`config.mk`:
```
export PLATFORM = sky130hd
export DESIGN_NAME = sreg_uart
export DESIGN_NICKNAME = d
export VERILOG_FILES = /design/src/rtl/sreg_uart_pkg.sv /design/src/rtl/uart_baud.sv /design/src/rtl/uart_tx.sv /design/src/rtl/uart_rx.sv /design/src/rtl/sreg_uart.sv
export SDC_FILE = /design/constraint.sdc
export NUM_CORES = 1
export LEC_CHECK = 0
export BUFFER_PORTS_ARGS = -buffer_cell sky130_fd_sc_hd__buf_4
export CAP_MARGIN = 15
export CORE_MARGIN = 3
export CORE_UTILIZATION = 40
export CTS_BUF_LIST = sky130_fd_sc_hd__clkbuf_8
export DETAILED_ROUTE_END_ITERATION = 7
export GPL_TIMING_DRIVEN = 0
export PLACE_DENSITY = 0.55
export SETUP_SLACK_MARGIN = 0.3
export SYNTH_ARGS = -nofsm -noshare
export SYNTH_HDL_FRONTEND = slang
export SYNTH_SLANG_ARGS = --single-unit
export TNS_END_PERCENT = 5
```
`constraint.sdc`:
```
create_clock -name clk -period 7.59 [get_ports clk]
set_input_delay 1.518 -clock clk [delete_from_list [all_inputs] [get_ports clk]]
set_output_delay 1.518 -clock clk [all_outputs]
set_load 0.02 [all_outputs]
```
`src/rtl/sreg_uart_pkg.sv`:
```
package sreg_uart_pkg;

    localparam int BUS_W = 16;
    localparam int OVS   = 16;
    localparam int OVS_W = $clog2(OVS);

    typedef enum logic [1:0] {
        REG_STAT = 2'd0,
        REG_DATA = 2'd1,
        REG_DHI  = 2'd2,
        REG_DIV  = 2'd3
    } reg_sel_e;

    // Packed MSB first: bit 4 down to bit 0 of the status word
    typedef struct packed {
        logic frame_err;
        logic rx_ovr;
        logic rx_full;
        logic tx_full;
        logic tx_run;
    } stat_t;

    typedef enum logic [2:0] {
        RX_IDLE,
        RX_START,
        RX_DATA,
        RX_STOP,
        RX_BREAK
    } rx_state_e;

    function automatic logic [BUS_W-1:0] stat_word(input stat_t s);
        return {{(BUS_W - $bits(stat_t)){1'b0}}, s};
    endfunction

    function automatic logic [9:0] frame_bits(input logic [7:0] b);
        return {1'b1, b, 1'b0};
    endfunction

endpackage

```
`src/rtl/uart_baud.sv`:
```
module uart_baud #(
    parameter int DIV_W = 16
) (
    input  logic             clk,
    input  logic             rst,
    input  logic [DIV_W-1:0] div_i,
    output logic             tick_o
);
    logic [DIV_W-1:0] cnt_q;
    logic [DIV_W-1:0] lim;

    assign lim    = (div_i == '0) ? '0 : div_i - 1'b1;
    assign tick_o = (cnt_q >= lim);

    always_ff @(posedge clk) begin
        if (rst)         cnt_q <= '0;
        else if (tick_o) cnt_q <= '0;
        else             cnt_q <= cnt_q + 1'b1;
    end


    div_min_chk: assert property (@(posedge clk) disable iff (rst)
        (div_i <= 1) |-> tick_o);

endmodule

```
`src/rtl/uart_tx.sv`:
```
module uart_tx
    import sreg_uart_pkg::*;
(
    input  logic       clk,
    input  logic       rst,
    input  logic       tick_i,
    input  logic       wr_en_i,
    input  logic [7:0] wr_byte_i,
    output logic       full_o,
    output logic       run_o,
    output logic       txd_o
);
    logic             hold_valid;
    logic [7:0]       hold_data;
    logic [9:0]       shreg;
    logic [3:0]       bitcnt;
    logic [OVS_W-1:0] ovs;
    logic             running;
    logic             bit_end;

    assign bit_end = running && tick_i && (ovs == OVS_W'(OVS - 1));

    always_ff @(posedge clk) begin
        if (rst) begin
            hold_valid <= 1'b0;
            hold_data  <= '0;
            shreg      <= '1;
            bitcnt     <= '0;
            ovs        <= '0;
            running    <= 1'b0;
        end else begin
            if (!running) begin
                if (hold_valid) begin
                    shreg      <= frame_bits(hold_data);
                    running    <= 1'b1;
                    bitcnt     <= '0;
                    ovs        <= '0;
                    hold_valid <= 1'b0;
                end
            end else if (tick_i) begin
                if (bit_end) begin
                    ovs <= '0;
                    if (bitcnt == 4'd9) begin
                        bitcnt <= '0;
                        if (hold_valid) begin
                            shreg      <= frame_bits(hold_data);
                            hold_valid <= 1'b0;
                        end else begin
                            running <= 1'b0;
                        end
                    end else begin
                        shreg  <= {1'b1, shreg[9:1]};
                        bitcnt <= bitcnt + 1'b1;
                    end
                end else begin
                    ovs <= ovs + 1'b1;
                end
            end
            if (wr_en_i && !hold_valid) begin
                hold_valid <= 1'b1;
                hold_data  <= wr_byte_i;
            end
        end
    end

    assign full_o = hold_valid;
    assign run_o  = running;
    assign txd_o  = running ? shreg[0] : 1'b1;


    b2b_start_chk: assert property (@(posedge clk) disable iff (rst)
        (bit_end && bitcnt == 4'd9 && hold_valid) |=> (run_o && !txd_o));


    hold_keep_chk: assert property (@(posedge clk) disable iff (rst)
        (wr_en_i && hold_valid) |=> (hold_data == $past(hold_data)));

endmodule

```
`src/rtl/uart_rx.sv`:
```
module uart_rx
    import sreg_uart_pkg::*;
(
    input  logic       clk,
    input  logic       rst,
    input  logic       tick_i,
    input  logic       rxd_i,
    output logic       done_o,
    output logic [7:0] byte_o,
    output logic       ferr_o
);
    logic             sync1, line;
    rx_state_e        state;
    logic [OVS_W-1:0] cnt;
    logic [2:0]       bitn;
    logic [7:0]       sh;

    always_ff @(posedge clk) begin
        if (rst) begin
            sync1 <= 1'b1;
            line  <= 1'b1;
        end else begin
            sync1 <= rxd_i;
            line  <= sync1;
        end
    end

    always_ff @(posedge clk) begin
        if (rst) begin
            state  <= RX_IDLE;
            cnt    <= '0;
            bitn   <= '0;
            sh     <= '0;
            done_o <= 1'b0;
            byte_o <= '0;
            ferr_o <= 1'b0;
        end else begin
            done_o <= 1'b0;
            unique case (state)
                RX_IDLE: if (tick_i && !line) begin
                    state <= RX_START;
                    cnt   <= '0;
                end
                RX_START: if (tick_i) begin
                    if (cnt == OVS_W'(OVS / 2 - 1)) begin
                        cnt  <= '0;
                        bitn <= '0;
                        state <= line ? RX_IDLE : RX_DATA;
                    end else begin
                        cnt <= cnt + 1'b1;
                    end
                end
                RX_DATA: if (tick_i) begin
                    if (cnt == OVS_W'(OVS - 1)) begin
                        cnt <= '0;
                        sh  <= {line, sh[7:1]};
                        if (bitn == 3'd7) state <= RX_STOP;
                        else              bitn  <= bitn + 1'b1;
                    end else begin
                        cnt <= cnt + 1'b1;
                    end
                end
                RX_STOP: if (tick_i) begin
                    if (cnt == OVS_W'(OVS - 1)) begin
                        cnt    <= '0;
                        done_o <= 1'b1;
                        byte_o <= sh;
                        ferr_o <= !line;
                        state  <= line ? RX_IDLE : RX_BREAK;
                    end else begin
                        cnt <= cnt + 1'b1;
                    end
                end
                RX_BREAK: if (line) state <= RX_IDLE;
                default: state <= RX_IDLE;
            endcase
        end
    end


    done_pulse_chk: assert property (@(posedge clk) disable iff (rst)
        done_o |=> !done_o);


    break_wait_chk: assert property (@(posedge clk) disable iff (rst)
        (state == RX_BREAK && !line) |=> (state == RX_BREAK));

endmodule

```
`src/rtl/sreg_uart.sv`:
```
module sreg_uart
    import sreg_uart_pkg::*;
#(
    parameter int DIV_W = 16
) (
    input  logic             clk,
    input  logic             rst,
    input  logic             bus_sel,
    input  logic             bus_wr,
    input  logic [1:0]       bus_addr,
    input  logic [BUS_W-1:0] bus_wdata,
    output logic [BUS_W-1:0] bus_rdata,
    input  logic             rxd,
    output logic             txd
);
    reg_sel_e         rsel;
    logic             rd_data, wr_data, wr_dhi, wr_div;
    logic             tick;
    logic [DIV_W-1:0] div_q;
    logic [BUS_W-1:0] dhi_q;
    logic [7:0]       rx_data;
    logic             rx_full, rx_ovr, rx_ferr_q;
    logic             rx_done, rx_ferr;
    logic [7:0]       rx_byte;
    logic             tx_full, tx_run;
    stat_t            stat;

    assign rsel    = reg_sel_e'(bus_addr);
    assign rd_data = bus_sel && !bus_wr && (rsel == REG_DATA);
    assign wr_data = bus_sel &&  bus_wr && (rsel == REG_DATA);
    assign wr_dhi  = bus_sel &&  bus_wr && (rsel == REG_DHI);
    assign wr_div  = bus_sel &&  bus_wr && (rsel == REG_DIV);

    uart_baud #(.DIV_W(DIV_W)) u_baud (
        .clk    (clk),
        .rst    (rst),
        .div_i  (div_q),
        .tick_o (tick)
    );

    uart_tx u_tx (
        .clk       (clk),
        .rst       (rst),
        .tick_i    (tick),
        .wr_en_i   (wr_data),
        .wr_byte_i (bus_wdata[7:0]),
        .full_o    (tx_full),
        .run_o     (tx_run),
        .txd_o     (txd)
    );

    uart_rx u_rx (
        .clk    (clk),
        .rst    (rst),
        .tick_i (tick),
        .rxd_i  (rxd),
        .done_o (rx_done),
        .byte_o (rx_byte),
        .ferr_o (rx_ferr)
    );

    always_ff @(posedge clk) begin
        if (rst) begin
            div_q <= '0;
            dhi_q <= '0;
        end else begin
            if (wr_div) div_q <= bus_wdata[DIV_W-1:0];
            if (wr_dhi) dhi_q <= bus_wdata;
        end
    end

    always_ff @(posedge clk) begin
        if (rst) begin
            rx_data   <= '0;
            rx_full   <= 1'b0;
            rx_ovr    <= 1'b0;
            rx_ferr_q <= 1'b0;
        end else if (rx_done) begin
            rx_data   <= rx_byte;
            rx_full   <= 1'b1;
            rx_ovr    <= rx_full && !rd_data;
            rx_ferr_q <= rx_ferr;
        end else if (rd_data) begin
            rx_full <= 1'b0;
        end
    end

    always_comb begin
        stat.frame_err = rx_ferr_q;
        stat.rx_ovr    = rx_ovr;
        stat.rx_full   = rx_full;
        stat.tx_full   = tx_full;
        stat.tx_run    = tx_run;
    end

    always_comb begin
        unique case (rsel)
            REG_STAT: bus_rdata = stat_word(stat);
            REG_DATA: bus_rdata = {{(BUS_W-8){1'b0}}, rx_data};
            REG_DHI:  bus_rdata = dhi_q;
            REG_DIV:  bus_rdata = BUS_W'(div_q);
            default:  bus_rdata = '0;
        endcase
    end


    ovr_set_chk: assert property (@(posedge clk) disable iff (rst)
        (rx_done && rx_full && !rd_data) |=> stat.rx_ovr);


    ovr_clr_chk: assert property (@(posedge clk) disable iff (rst)
        (rx_done && (!rx_full || rd_data)) |=> (!stat.rx_ovr && stat.rx_full));


    full_clr_chk: assert property (@(posedge clk) disable iff (rst)
        (rd_data && !rx_done) |=> !stat.rx_full);


    ferr_upd_chk: assert property (@(posedge clk) disable iff (rst)
        rx_done |=> (stat.frame_err == $past(rx_ferr)));

endmodule

```
==> metrics.yaml <==
result_of_the_run: "finished, final reports clean"
clock_insertion_delay_worst_skew_ns: 0.44
cp_slowest_cell: "sky130_fd_sc_hd__buf_1"
final_cell_area_excluding_filler_cells_mm2: 0.00687
grt_pass1_vias: 4794
antenna_found_initial: 0
max_slew.worst_pin.slew_ns: 0.791
clock_tree_from_tritoncts: "done"
critical-path-top-delay-family: "buffers and inverters"
asyncSetResetFlopFracSynth: 0
route.final.wire_length_um: 14700
cts_setup_buffers: 0
final-hold-violation-count: 0
post_cts_resized: 0
die_height_um: 127
required_ns: 6.07
criticalPathCategory: "input pin to primary output"
max_cap_viol_count: 0
die_width_um: 127
worst_setup_path_start_kind: "input pin"
postCtsHoldBufs: 0
syn_inst: 674
power.ir.vdd_worst_mv: 0.124
top_level_ports: 40
timing.critical_path.arrival_ns: 3.38
fp.dieArea_mm2: 0.0162
nets: 779
clock.fmax_ghz: 0.204
syn_nets: 722
synth_seq_area_share: 0.398
p_leak_uw: 0.00254
area_overhead_vs_synth_pct: 16.9
fin_hold_ws_ns: 0.411
postSynthRegisterBits: 117
final_period_minus_worst_setup_slack_ns: 4.90
max-clock-path-buffers: 2
global_route_wire_length_before_repair_um: 24600
antenna_cells_inserted: 0
routed_via_density: 5.27
setup_repair_after_global_routing_missed_its_margin: "no"
cpPeakStageDelay_ns: 0.63
setup_violations: 0
h-tree-depth: 4
post_synthesis_average_cell_area_um2: 8.72
mappedNetlistArea_mm2: 0.00588
grt_util_all_layers: 0.191
ctsRootBufferMaster: "sky130_fd_sc_hd__clkbuf_8"
routabilityCongestion: 0.829
critical_path.n_buffers_inverters: 4
main_synth_ff_type: "sky130_fd_sc_hd__dfxtp_1"
fp-row-count: 43
final_cycle_utilization_of_the_critical_path: 0.646
clock_skew_after_layout_ns: 0.0150
hpwlAfterDp_um: 10900
io_buffer_count: 38
endpoint_kind: "primary output"
timing.slew.headroom: 0.473
drc: 0
cp_max_fo: 10
final_common_cell: "sky130_fd_sc_hd__dfxtp_1"
cts_made_buffers: 17
p_per_area_mw_per_mm2: 219
synth.lib_cells_used.distinct: 59
post-layout-total-power_uw: 1510
floorplan.initialDensity: 0.416
commonest_cells_after_routing_fill_and_taps_aside: "117 x sky130_fd_sc_hd__dfxtp_1, 115 x sky130_fd_sc_hd__nand2_1, 70 x sky130_fd_sc_hd__nor2_1"
hold_path_class: "register to register"
fin_util: 0.486
path_clk_slew_ns: 0.08
synth_enable_flop_cells: 0
dpl_cell_area_mm2: 0.00639
drt_pre_antenna_iters: 5
crit_path_cell_trace: "buf_4, clkbuf_1, buf_1, mux4_2, buf_4"
final_layout_size_suffix_gt1_frac: 0.126
placeableCoreArea_mm2: 0.0141
detail-route-antenna-nets: 0
grt_overflow_total: 0
grt_max_degree: 17
clk_sink_count: 117
routed_wire_length_per_instance_um: 16.0
finalMaxSlewViolations: 0
fin_setup_tns_ns: 0
critPathMostFrequentCell: "sky130_fd_sc_hd__buf_4"
drt_iter0_drc: 293
dr_total_vias: 4872
ys.warnings.count: 0
layout make-up:
cell class                      count  area [um^2]
Inverter                           18         67.6
Timing Repair Buffer               38          285
Tap cell                          180          225
Clock inverter                     11          195
Fill cell                        1381         7280
Buffer                             36          148
Multi-Input combinational cell    503         3320
Clock buffer                       21          289
Sequential cell                   117         2340
stage by stage:
stage / setup slack (ns) / cells
2_1_floorplan: 3.28 / 674
3_3_place_gp: 2.65 / 892
3_5_place_dp: 2.65 / 892
4_1_cts: 2.64 / 924
5_1_grt: 2.57 / 924
6_report: 2.69 / 924
flip-flops by register name, indices dropped and copies added (netlist names), 3 cells and up:
name,flops
dhi_q,16
div_q,16
u_baud.cnt_q,16
u_tx.shreg,10
rx_data,8
u_rx.byte_o,8
u_rx.sh,8
u_tx.hold_data,8
u_rx.cnt,4
u_tx.bitcnt,4
u_tx.ovs,4
u_rx.bitn,3
u_rx.state,3
worst paths after layout:
kind | from | endpoint | slack, ns | cells after the start
worst max-delay path | bus_addr[0] | bus_rdata[0] | 2.69 | 5
worst max register to register | div_q[9] | u_baud.cnt_q[1] | 3.55 | 12
worst min register to register | u_rx.sync1 | u_rx.line | 0.41 | 1
worst min-delay path | u_rx.sync1 | u_rx.line | 0.41 | 1
routing by layer:
| layer | up-vias | routed length, um | track usage |
|---|---|---|---|
| met2 | 86 | 6890 | 0.304 |
| met4 | 0 | 165 | 0.0536 |
| met5 | - | 0 | 0 |
| met3 | 13 | 557 | 0.0477 |
| met1 | 2300 | 7130 | 0.259 |
| li1 | 2473 | - | - |
power breakdown:
part	switching [uW]	internal (uW)
Clock	261	428
Combinational	102	72.7
Sequential	14.1	628
Total	377	1130
synthesized netlist by cell type, types with 2 or more instances:
cell type | number | area (um^2)
sky130_fd_sc_hd__nand3b_1 | 5 | 37.5
sky130_fd_sc_hd__clkbuf_1 | 29 | 109
sky130_fd_sc_hd__nor4_1 | 2 | 12.5
sky130_fd_sc_hd__and2_1 | 4 | 25.0
sky130_fd_sc_hd__nand3_1 | 19 | 95.1
sky130_fd_sc_hd__nand4_1 | 5 | 31.3
sky130_fd_sc_hd__nor3_1 | 10 | 50.1
sky130_fd_sc_hd__dfxtp_1 | 117 | 2340
sky130_fd_sc_hd__buf_1 | 4 | 15.0
sky130_fd_sc_hd__a31oi_1 | 4 | 25.0
sky130_fd_sc_hd__o31a_1 | 3 | 26.3
sky130_fd_sc_hd__a21oi_2 | 2 | 17.5
sky130_fd_sc_hd__mux4_2 | 5 | 113
sky130_fd_sc_hd__or4_1 | 2 | 15.0
sky130_fd_sc_hd__ha_1 | 25 | 313
sky130_fd_sc_hd__nor4b_1 | 2 | 17.5
sky130_fd_sc_hd__and3_1 | 8 | 50.1
sky130_fd_sc_hd__nor2b_1 | 11 | 68.8
sky130_fd_sc_hd__inv_1 | 18 | 67.6
sky130_fd_sc_hd__a211o_1 | 9 | 78.8
sky130_fd_sc_hd__mux2i_1 | 56 | 561
sky130_fd_sc_hd__o221a_1 | 7 | 78.8
sky130_fd_sc_hd__mux2_2 | 3 | 33.8
sky130_fd_sc_hd__o21ai_0 | 16 | 80.1
sky130_fd_sc_hd__nand4b_1 | 2 | 17.5
sky130_fd_sc_hd__a211oi_1 | 2 | 15.0
sky130_fd_sc_hd__o31ai_1 | 3 | 22.5
sky130_fd_sc_hd__or3_1 | 10 | 62.6
sky130_fd_sc_hd__nor2_1 | 70 | 263
sky130_fd_sc_hd__a21oi_1 | 46 | 230
sky130_fd_sc_hd__xor2_1 | 14 | 123
sky130_fd_sc_hd__xnor2_1 | 12 | 105
sky130_fd_sc_hd__a22o_1 | 3 | 26.3
sky130_fd_sc_hd__or2_2 | 2 | 12.5
sky130_fd_sc_hd__nand2b_1 | 5 | 31.3
sky130_fd_sc_hd__a32oi_1 | 2 | 17.5
sky130_fd_sc_hd__nand2_1 | 115 | 432
kinds of logic (layout without fill, tap and decap cells):
kind of cell             after synthesis  count (layout)  share of synthesized area
AO/OA/AOI/OAI                        112             112                      0.138
XOR/XNOR                              26              26                     0.0387
adder cells (fa/ha/maj)               25              25                     0.0532
buffers and inverters                 54             124                     0.0366
flip-flops                           117             117                      0.398
multiplexers                          65              65                      0.123
AND/OR/NAND/NOR                      275             275                      0.213
(Power assumes the default switching activity.)
